===== config.mk =====
export PLATFORM = sky130hd
export DESIGN_NAME = air_access_sched
export DESIGN_NICKNAME = d
export VERILOG_FILES = /design/src/rtl/txs_pkg.sv /design/src/rtl/txs_slot_len.sv /design/src/rtl/txs_lfsr.sv /design/src/rtl/txs_wait_timer.sv /design/src/rtl/air_access_sched.sv
export SDC_FILE = /design/constraint.sdc
export NUM_CORES = 1
export LEC_CHECK = 0
export BUFFER_PORTS_ARGS = -buffer_cell sky130_fd_sc_hd__buf_2
export CAP_MARGIN = 20
export CORE_MARGIN = 3
export CORE_UTILIZATION = 40
export CTS_CLUSTER_DIAMETER = 30
export CTS_CLUSTER_SIZE = 28
export DETAILED_ROUTE_END_ITERATION = 7
export PLACE_DENSITY = 0.58
export SLEW_MARGIN = 20
export SYNTH_ARGS = -nofsm -noshare
export SYNTH_HDL_FRONTEND = slang
export SYNTH_HIERARCHICAL = 1
export SYNTH_SLANG_ARGS = --single-unit
export TNS_END_PERCENT = 100

===== constraint.sdc =====
create_clock -name clk -period 5.6 [get_ports clk]
set_clock_uncertainty 0.05 [all_clocks]
set_input_delay 1.12 -clock clk [delete_from_list [all_inputs] [get_ports clk]]
set_output_delay 1.12 -clock clk [all_outputs]
set_load 0.005 [all_outputs]

===== src/rtl/txs_pkg.sv =====
package txs_pkg;
    typedef enum logic [2:0] {
        S_IDLE,
        S_SLOT,
        S_SETTLE,
        S_LISTEN,
        S_BACKOFF,
        S_TURN,
        S_GRANT,
        S_AIR
    } txs_state_e;
endpackage


===== src/rtl/txs_slot_len.sv =====
// Slot delay in 100 us ticks: ceil(slot * len / 2), where len is in 50 us units.
module txs_slot_len #(
    parameter int SLOT_W  = 8,
    parameter int PRE_W   = 8,
    parameter int BYTES_W = 5,
    parameter int DLY_W   = 8,
    parameter int LEN_W   = ((PRE_W > DLY_W) ? PRE_W : DLY_W) + 4,
    parameter int OUT_W   = SLOT_W + LEN_W
) (
    input  logic [SLOT_W-1:0]  slot,
    input  logic [PRE_W-1:0]   pre,
    input  logic [BYTES_W-1:0] bytes,
    input  logic [DLY_W-1:0]   turn,
    output logic [OUT_W-1:0]   ticks
);
    logic [LEN_W-1:0] len;
    logic [OUT_W-1:0] prod;

    always_comb begin
        len   = LEN_W'(pre) + LEN_W'(bytes) * LEN_W'(6)
              + LEN_W'(turn) * LEN_W'(6) + LEN_W'(10);
        prod  = OUT_W'(slot) * OUT_W'(len);
        ticks = (prod + OUT_W'(1)) >> 1;
    end
endmodule


===== src/rtl/txs_lfsr.sv =====
module txs_lfsr #(
    parameter int          W    = 16,
    parameter logic [15:0] TAPS = 16'hB400,
    parameter logic [15:0] SEED = 16'hACE1
) (
    input  logic         clk,
    input  logic         rst_n,
    output logic [W-1:0] value
);
    always_ff @(posedge clk or negedge rst_n) begin
        if (!rst_n)
            value <= W'(SEED);
        else
            value <= {1'b0, value[W-1:1]} ^ (value[0] ? W'(TAPS) : '0);
    end
endmodule


===== src/rtl/txs_wait_timer.sv =====
// Counts tick pulses from a clear up to a target; done holds while count == target.
module txs_wait_timer #(
    parameter int W = 20
) (
    input  logic         clk,
    input  logic         rst_n,
    input  logic         clr,
    input  logic         tick,
    input  logic [W-1:0] target,
    output logic         done
);
    logic [W-1:0] cnt;

    always_ff @(posedge clk or negedge rst_n) begin
        if (!rst_n)
            cnt <= '0;
        else if (clr)
            cnt <= '0;
        else if (tick && (cnt != target))
            cnt <= cnt + W'(1);
    end

    assign done = (cnt == target);
endmodule


===== src/rtl/air_access_sched.sv =====
module air_access_sched #(
    parameter int SLOT_W  = 8,
    parameter int PRE_W   = 8,
    parameter int BYTES_W = 5,
    parameter int DLY_W   = 8,
    parameter int EXP_W   = 3,
    parameter int LFSR_W  = 16
) (
    input  logic               clk,
    input  logic               rst_n,
    input  logic               tx_req,
    input  logic               mode_listen,
    input  logic               mode_delay,
    input  logic               chan_busy,
    input  logic               tick_ms,
    input  logic               tick_100us,
    input  logic [SLOT_W-1:0]  slot_index,
    input  logic [EXP_W-1:0]   backoff_exp,
    input  logic [PRE_W-1:0]   preamble_len,
    input  logic [BYTES_W-1:0] pkt_bytes,
    input  logic [DLY_W-1:0]   turn_delay,
    input  logic [DLY_W-1:0]   settle_delay,
    output logic               rx_en_n,
    output logic               tx_en_n,
    output logic               grant
);
    import txs_pkg::*;

    localparam int LEN_W = ((PRE_W > DLY_W) ? PRE_W : DLY_W) + 4;
    localparam int CNT_W = SLOT_W + LEN_W;
    localparam int BO_W  = (1 << EXP_W) - 1;

    txs_state_e state_q, state_d;

    logic [CNT_W-1:0]  slot_ticks;
    logic [CNT_W-1:0]  wait_target;
    logic              wait_tick;
    logic              wait_done;
    logic              wait_clr;
    logic [LFSR_W-1:0] rnd;
    logic [BO_W-1:0]   bo_mask;
    logic [BO_W-1:0]   bo_q;

    txs_slot_len #(
        .SLOT_W (SLOT_W),
        .PRE_W  (PRE_W),
        .BYTES_W(BYTES_W),
        .DLY_W  (DLY_W),
        .LEN_W  (LEN_W),
        .OUT_W  (CNT_W)
    ) u_slot (
        .slot (slot_index),
        .pre  (preamble_len),
        .bytes(pkt_bytes),
        .turn (turn_delay),
        .ticks(slot_ticks)
    );

    txs_lfsr #(.W(LFSR_W)) u_lfsr (
        .clk  (clk),
        .rst_n(rst_n),
        .value(rnd)
    );

    txs_wait_timer #(.W(CNT_W)) u_timer (
        .clk   (clk),
        .rst_n (rst_n),
        .clr   (wait_clr),
        .tick  (wait_tick),
        .target(wait_target),
        .done  (wait_done)
    );

    // Timer source and limit follow the state being timed.
    always_comb begin
        wait_tick   = tick_100us;
        wait_target = '0;
        unique case (state_q)
            S_SLOT:    wait_target = slot_ticks;
            S_SETTLE:  wait_target = CNT_W'(settle_delay);
            S_TURN:    wait_target = CNT_W'(turn_delay);
            S_BACKOFF: begin
                wait_target = CNT_W'(bo_q);
                wait_tick   = tick_ms;
            end
            S_IDLE, S_LISTEN, S_GRANT, S_AIR: wait_target = '0;
        endcase
    end

    // Next-state logic.
    always_comb begin
        state_d = state_q;
        unique case (state_q)
            S_IDLE: begin
                if (tx_req) begin
                    if (mode_listen)     state_d = S_SETTLE;
                    else if (mode_delay) state_d = S_SLOT;
                    else                 state_d = S_GRANT;
                end
            end
            S_SLOT:    if (!tx_req) state_d = S_IDLE;
                       else if (wait_done) state_d = S_GRANT;
            S_SETTLE:  if (!tx_req) state_d = S_IDLE;
                       else if (wait_done) state_d = S_LISTEN;
            S_LISTEN: begin
                if (!tx_req)         state_d = S_IDLE;
                else if (!chan_busy) state_d = S_TURN;
                else if (mode_delay) state_d = S_BACKOFF;
            end
            S_BACKOFF: if (!tx_req) state_d = S_IDLE;
                       else if (wait_done) state_d = S_SETTLE;
            S_TURN:    if (!tx_req) state_d = S_IDLE;
                       else if (wait_done) state_d = S_GRANT;
            S_GRANT:   state_d = tx_req ? S_AIR : S_IDLE;
            S_AIR:     if (!tx_req) state_d = S_IDLE;
        endcase
    end

    assign wait_clr = (state_d != state_q);

    // State register.
    always_ff @(posedge clk or negedge rst_n) begin
        if (!rst_n)
            state_q <= S_IDLE;
        else
            state_q <= state_d;
    end

    // Back-off length is captured when the busy channel is seen.
    always_comb bo_mask = {BO_W{1'b1}} >> (BO_W - int'(backoff_exp));

    always_ff @(posedge clk or negedge rst_n) begin
        if (!rst_n)
            bo_q <= '0;
        else if (state_q == S_LISTEN && state_d == S_BACKOFF)
            bo_q <= rnd[BO_W-1:0] & bo_mask;
    end

    // Output decode.
    always_comb begin
        rx_en_n = 1'b1;
        tx_en_n = 1'b1;
        grant   = 1'b0;
        unique case (state_q)
            S_SETTLE, S_LISTEN: rx_en_n = 1'b0;
            S_GRANT: begin
                tx_en_n = 1'b0;
                grant   = 1'b1;
            end
            S_AIR:   tx_en_n = 1'b0;
            S_IDLE, S_SLOT, S_BACKOFF, S_TURN: ;
        endcase
    end
endmodule


---- After elaboration in Yosys (flattened, before gate mapping) ----
Cells that the tools add are included.
storage, ports and cells
  input port bits ......................... 48
  bits in registers ....................... 46
  output and inout port bits .............. 3
operators by class
  add/subtract/negate cells ............... 6
  reductions and logical operators ........ 8
  bitwise gates (word level) .............. 2
  mux-type cells .......................... 23
  equality and inequality tests ........... 11
  shifts and indexed selects .............. 1
  $mul .................................... 3
operators by type and width
  cell                                                 count
  one-hot mux 20 bit (5 select lines)                  1
  2-to-1 mux 3 bit                                     14
  adder 20 x 1 -> 20 bit, second input constant        2
  2-to-1 mux 20 bit                                    2
  right shift 7 x 32 -> 7 bit, first input constant    1
  one-hot mux 3 bit (7 select lines)                   1
  equality test 20 bit                                 1
  multiplier 8 x 12 -> 20 bit                          1
  != test 20 bit                                       1
  2-to-1 mux 16 bit                                    1
  bitwise XOR 15 x 16 -> 16 bit                        1
  equality test 3 bit, second input constant           5
  adder 12 x 11 -> 12 bit                              1
  adder 12 x 4 -> 12 bit, second input constant        1
  multiplier 8 x 2 -> 10 bit, second input constant    1
  adder 8 x 8 -> 9 bit                                 1
  AND 7 bit                                            1
  multiplier 5 x 2 -> 7 bit, second input constant     1
  equality test 3 x 2 -> 1 bit, second input constant  2
  OR reduction 2 bit                                   3
  2-to-1 mux 1 bit                                     4
  OR reduction 4 bit                                   1
  subtractor 3 x 3 -> 4 bit, first input constant      1
  equality test 3 x 1 -> 1 bit, second input constant  1
  4 further kinds                                      5

---- Logic depth before layout (Yosys ltp) ----
  depth in word-level cells ............... 13
  depth in mapped cells ................... 47
  depth with buffers taken out ............ 45

---- By module ----
Netlist, hierarchy kept.
modules (own cells, without submodules)
  module            sequential area each (µm²)  times used  cells an instance  area each (µm²)
  txs_slot_len      0.0                         1           499                4,226.6
  txs_wait_timer    500.5                       1           149                1,391.3
  air_access_sched  250.2                       1           127                1,038.5
  txs_lfsr          410.4                       1           19                 436.7

---- Least setup slack after synthesis ----
Ideal clock, no wire load.
  path type ............................... input to register
  start point ............................. input turn_delay[0]
  end point ............................... register u_timer.cnt[4]
  path slack .............................. -4.705 ns
  library setup time ...................... 0.132 ns
  stages on the path ...................... 44
  data required time ...................... 5.418 ns
  path buffers ............................ 4
  arrival ................................. 10.123 ns
  path through ............................ ha_1 > inv_1 > fa_1 > nor2b_1 > o21a_1 > nor2_1 > xor2_1 > fa_1 > inv_1 > ha_1 > ha_1 > a21oi_1 > o21ai_1 > o31ai_1 > xnor2_1 > and2_1 > fa_1 > inv_1 > [8 not listed] > a21oi_1 > a2111oi_0 > a311oi_1 > and2_1 > xor2_1 > nor4_1 > nand2_2 > nor2_4 > buf_6 > buf_6 > o21ai_0 > o31ai_1 > a21oi_1 > a31o_2 > nand3_1 > clkbuf_1 > clkbuf_1 > nor2_1
between the ends
  word-level cells in the longest chain between the ends .. 12
  elaborated cells between the ends (all ways) .. 19
ends and longest elaborated chain
  element                                                  line                                                                       RTL
  start, declared                                          air_access_sched.sv:21                                                     input logic [DLY_W-1:0] turn_delay,
  multiplier 8 x 2 -> 10 bit (*)                           txs_slot_len.sv:21                                                         + LEN_W'(turn) * LEN_W'(6) + LEN_W'(10);
  adder 12 x 11 -> 12 bit (*)                              txs_slot_len.sv:21
  adder 12 x 4 -> 12 bit (*)                               txs_slot_len.sv:21
  multiplier 8 x 12 -> 20 bit (*)                          txs_slot_len.sv:22                                                         prod = OUT_W'(slot) * OUT_W'(len);
  adder 20 x 1 -> 20 bit (*)                               txs_slot_len.sv:23                                                         ticks = (prod + OUT_W'(1)) >> 1;
  named net slot_ticks[18]                                 air_access_sched.sv:35                                                     logic [CNT_W-1:0] slot_ticks;
  one-hot mux 20 bit (5 select lines) (*)                  air_access_sched.sv:78                                                     unique case (state_q)
  named net wait_target[18]                                air_access_sched.sv:36                                                     logic [CNT_W-1:0] wait_target;
  equality test 20 bit (*)                                 txs_wait_timer.sv:23                                                       assign done = (cnt == target);
  named net wait_done                                      air_access_sched.sv:38                                                     logic wait_done;
  2-to-1 mux 3 bit, on equally long branches               n/a
  2-to-1 mux 3 bit, on equally long branches               air_access_sched.sv:101, air_access_sched.sv:103, air_access_sched.sv:110
  one-hot mux 3 bit (7 select lines) (*)                   air_access_sched.sv:93                                                     unique case (state_q)
  != test 3 bit (*)                                        air_access_sched.sv:119                                                    assign wait_clr = (state_d != state_q);
  named net wait_clr                                       air_access_sched.sv:39                                                     logic wait_clr;
  2-to-1 mux 20 bit or nonzero test 2 bit (tied branches)  n/a
  end signal, assigned                                     txs_wait_timer.sv:20                                                       cnt <= cnt + W'(1);
  end, declared                                            txs_wait_timer.sv:12                                                       logic [W-1:0] cnt;
The timed path passes the listed nets; every way through them passes the cells marked *. The select of a mux whose other input is x is not followed.
A chain may end at the register's enable or synchronous reset.

---- Final worst setup path ----
  start point ............................. input turn_delay[1]
  end point ............................... register bo_q[2]
between the ends
  word-level cells in the longest chain between the ends .. 12
  elaborated cells between the ends (all ways) .. 16
ends and longest elaborated chain
  element                                     line                                                                       RTL
  multiplier 8 x 2 -> 10 bit (*)              txs_slot_len.sv:21
  adder 12 x 11 -> 12 bit (*)                 txs_slot_len.sv:21
  adder 12 x 4 -> 12 bit (*)                  txs_slot_len.sv:21
  multiplier 8 x 12 -> 20 bit (*)             txs_slot_len.sv:22
  adder 20 x 1 -> 20 bit (*)                  txs_slot_len.sv:23
  named net slot_ticks[16]                    air_access_sched.sv:35
  one-hot mux 20 bit (5 select lines) (*)     air_access_sched.sv:78
  named net wait_target[16]                   air_access_sched.sv:36
  equality test 20 bit (*)                    txs_wait_timer.sv:23
  named net wait_done                         air_access_sched.sv:38
  2-to-1 mux 3 bit, on equally long branches  n/a
  2-to-1 mux 3 bit, on equally long branches  air_access_sched.sv:101, air_access_sched.sv:103, air_access_sched.sv:110
  one-hot mux 3 bit (7 select lines) (*)      air_access_sched.sv:93
  equality test 3 bit (*)                     air_access_sched.sv:135                                                    else if (state_q == S_LISTEN && state_d == S_BACKOFF)
  logical AND 1 bit (*)                       air_access_sched.sv:135
  end signal, assigned                        air_access_sched.sv:136                                                    bo_q <= rnd[BO_W-1:0] & bo_mask;
  end, declared                               air_access_sched.sv:42                                                     logic [BO_W-1:0] bo_q;
Marked as above.

==> metrics.txt <==
hold_ws 0.3024 ns; GP Congestion 0.8070; largest family of logic cells by synthesized area adder cells; period utilization 169.8%; met1 WL 8.240 mm; unique cell type count in the Yosys netlist 70; DIE WIDTH 139.2 µm; layout cell share with drive strength beyond 1 34.20%; DRC 0; clock root buffer clkbuf_16; CTS tree done; relative slew slack 39.74%; Post-Synth Adder-Cell Area 32.53%; YS warnings 6; cts bufs inserted 5; placed wire-length estimate 13.62 mm; R2R cell count 14; first-pass GRT wire length 29.76 mm; outcome finished, violations left; final setup violation count 30; area delta synth->final 33.76%; number of global-route vias before repair 6139; vias per cell 4.929; largest net degree at the start of global routing 47; CP startpoint kind input port; uppermost routed layer met4; Die H 139.2 µm; r2r startpoint state_q[0]; Slew Limit Fails 0; Total Routed Length 17.13 mm; CTS clk-pin slew, worst paths 0.06 ns; measured slew at the worst slew-check pin 0.9040 ns; clk buf depth 2; Synth Flop Type dfrtp_1; fill count 1548; Iteration-0 DRC Markers 252; final worst slack -3.906 ns; Post-Synth Simple-Gate Area 20.11%; critical path class in2reg; Post-synth ARST share 100.0%; Synth Cell Area 7093 µm²; antenna violations before repair 0; mux cell area share after synthesis 2.734%; sequential fraction of the synthesis area 16.37%; First-pass DRT Iterations 4; CTS Sinks 46; Worst Hold Depth 0; Synth Area in Compound Gates 13.23%; Final Hold Fails 0; wire per inst 14.43 µm; CP Max Fanout 8; FF+latch count, synth 46; Tightest Hold Check Type reg2reg; CP dominant cell by count fa_1; GR Overflow Total 0; nets@finish 1152; routed wl met2 8.291 mm; Ant. Diodes 0; Cell Rows 48; Worst R2R End bo_q[2]; vias post-DR 5851; CP arrival 9.63 ns; failing checks setup timing; Antenna Nets Post-Route 0; die area 19370 µm²; Met3 Wirelength 332 µm; Worst-Skew Late Latency 0.29 ns; Max Cap Violations 0; Post-synth EDFFs 0; crit end category flip-flop; HP Start u_lfsr/value[12]; Core Box Area 17360 µm²; CTS H-tree depth 2; IO Pins 51; register area 1161 µm²; Worst EP required 5.72 ns; RSZ-0062 raised after global routing true; gr usage total 18.15%; initial core utilization 40.87%; Mapped Nets 985; Max Freq 0.1052 GHz; Mean Syn Cell Area 8.933 µm²; gate count after technology mapping 794; I/O Buffers 50; R2R Setup Slk 1.29 ns; minimum clock period 9.506 ns; worst slack at placement -4.309 ns; Worst Hold End u_lfsr/value[11]; Multi-input gate area 6073 µm²; Critical Path Max Stage Delay 0.52 ns; Synth Area in XOR/XNOR 6.791%; critical path's slowest cell fa_1
[Yosys cell counts (12+ instances only)]
cell type	instances	area, µm²
inv_1	112	420.4
ha_1	74	925.9
and2_1	71	444.2
fa_1	69	1381
nand2_1	55	206.5
xor2_1	44	385.4
dfrtp_1	38	950.9
a21oi_1	36	180.2
nor2_1	31	116.4
nor2b_1	26	162.7
o21ai_0	16	80.08
clkbuf_1	15	56.30
a21o_1	14	105.1
o21a_1	12	90.09
[worst max-delay path by stage]
stage,start,end,depth (start not counted)
2_1_floorplan,pkt_bytes[0],u_timer/cnt[3],37
3_3_place_gp,pkt_bytes[1],u_timer/cnt[14],38
3_5_place_dp,pkt_bytes[1],u_timer/cnt[3],40
4_1_cts,turn_delay[1],u_timer/cnt[3],42
5_1_grt,turn_delay[1],u_timer/cnt[3],43
6_report,turn_delay[1],bo_q[2],43
[cell type report]
cell class              instances  share of cell area (%)
multi-input cells             606                   64.01
repair buffers                189                   14.77
flip-flops and latches         46                   12.24
inverters                     113                   4.471
well taps                     225                   2.967
clock buffers                   5                   1.319
clock inverters                 3                  0.2242
[repair_timing]
item	CTS	global route
endpoints found under the setup margin	30	30
hold endpoints to repair	0	0
hold buffers	0	0
gates cloned	0	1
setup buffers	21	9
resized for setup	53	48
pin swaps	41	22
[per-stage QoR]
| stage | setup TNS [ns] | cell area [µm²] | cells | utilization, % |
|---|---|---|---|---|
| 5_1_grt | -124.64 | 9488 | 1187 | 54.66 |
| 2_1_floorplan | -110.35 | 7388 | 794 | - |
| 4_1_cts | -109.59 | 9166 | 1177 | 52.81 |
| 3_3_place_gp | -123.77 | 8597 | 1150 | 49.53 |
| 6_report | -113.04 | 9488 | 1187 | 54.66 |
| 3_5_place_dp | -124.94 | 8597 | 1150 | 49.53 |
[per-layer routing]
layer | GRT usage, % | vias to the layer above
met5 | 0 | -
met4 | 4.068 | 0
met3 | 0.9310 | 17
met2 | 30.12 | 58
met1 | 26.36 | 2801
li1 | - | 2975
[registers in the layout, indices dropped and copies added, names as in the netlist]
name          count
bo_q              7
state_q           3
u_lfsr/value     16
u_timer/cnt      20
[kinds of logic after synthesis]
logic type | after synthesis
fa+ha+maj | 143
xor+xnor | 55
other cells | 1
flops | 46
buf+inv | 142
mux | 17
compound gates | 137
simple gates | 253
[worst max-delay path, delay by kind of cell]
family,cells,cell delay (ns)
AOI/OAI and AO/OA,8,1.49
xor gates and xnor gates,3,0.58
buffers and inverters,9,0.81
adders and majority gates,10,3.63
muxes,2,0.53
and+or+nand+nor,11,1.44
[cells in the final DEF, fill, tap and decap left out, types with 6 or more instances in the layout]
master,instances
clkbuf_16,6
buf_4,131
ha_1,55
nand3_1,7
inv_2,12
nand2b_1,8
ha_4,18
fa_1,66
nor3_1,9
buf_6,8
nor2b_1,21
o21a_1,12
dfrtp_1,38
a21oi_2,14
o21ai_0,9
nand2_1,52
o22ai_1,7
nor2_1,27
mux2_4,8
dfstp_2,8
buf_2,44
mux2i_1,7
a21o_1,14
xnor2_1,7
and2_4,6
a22oi_1,7
and2_1,65
inv_1,101
a21oi_1,19
xor2_1,40
Power is left out: the tool's default activity adds up to more than one toggle a clock period on the data nets, which glitch-free logic cannot reach.
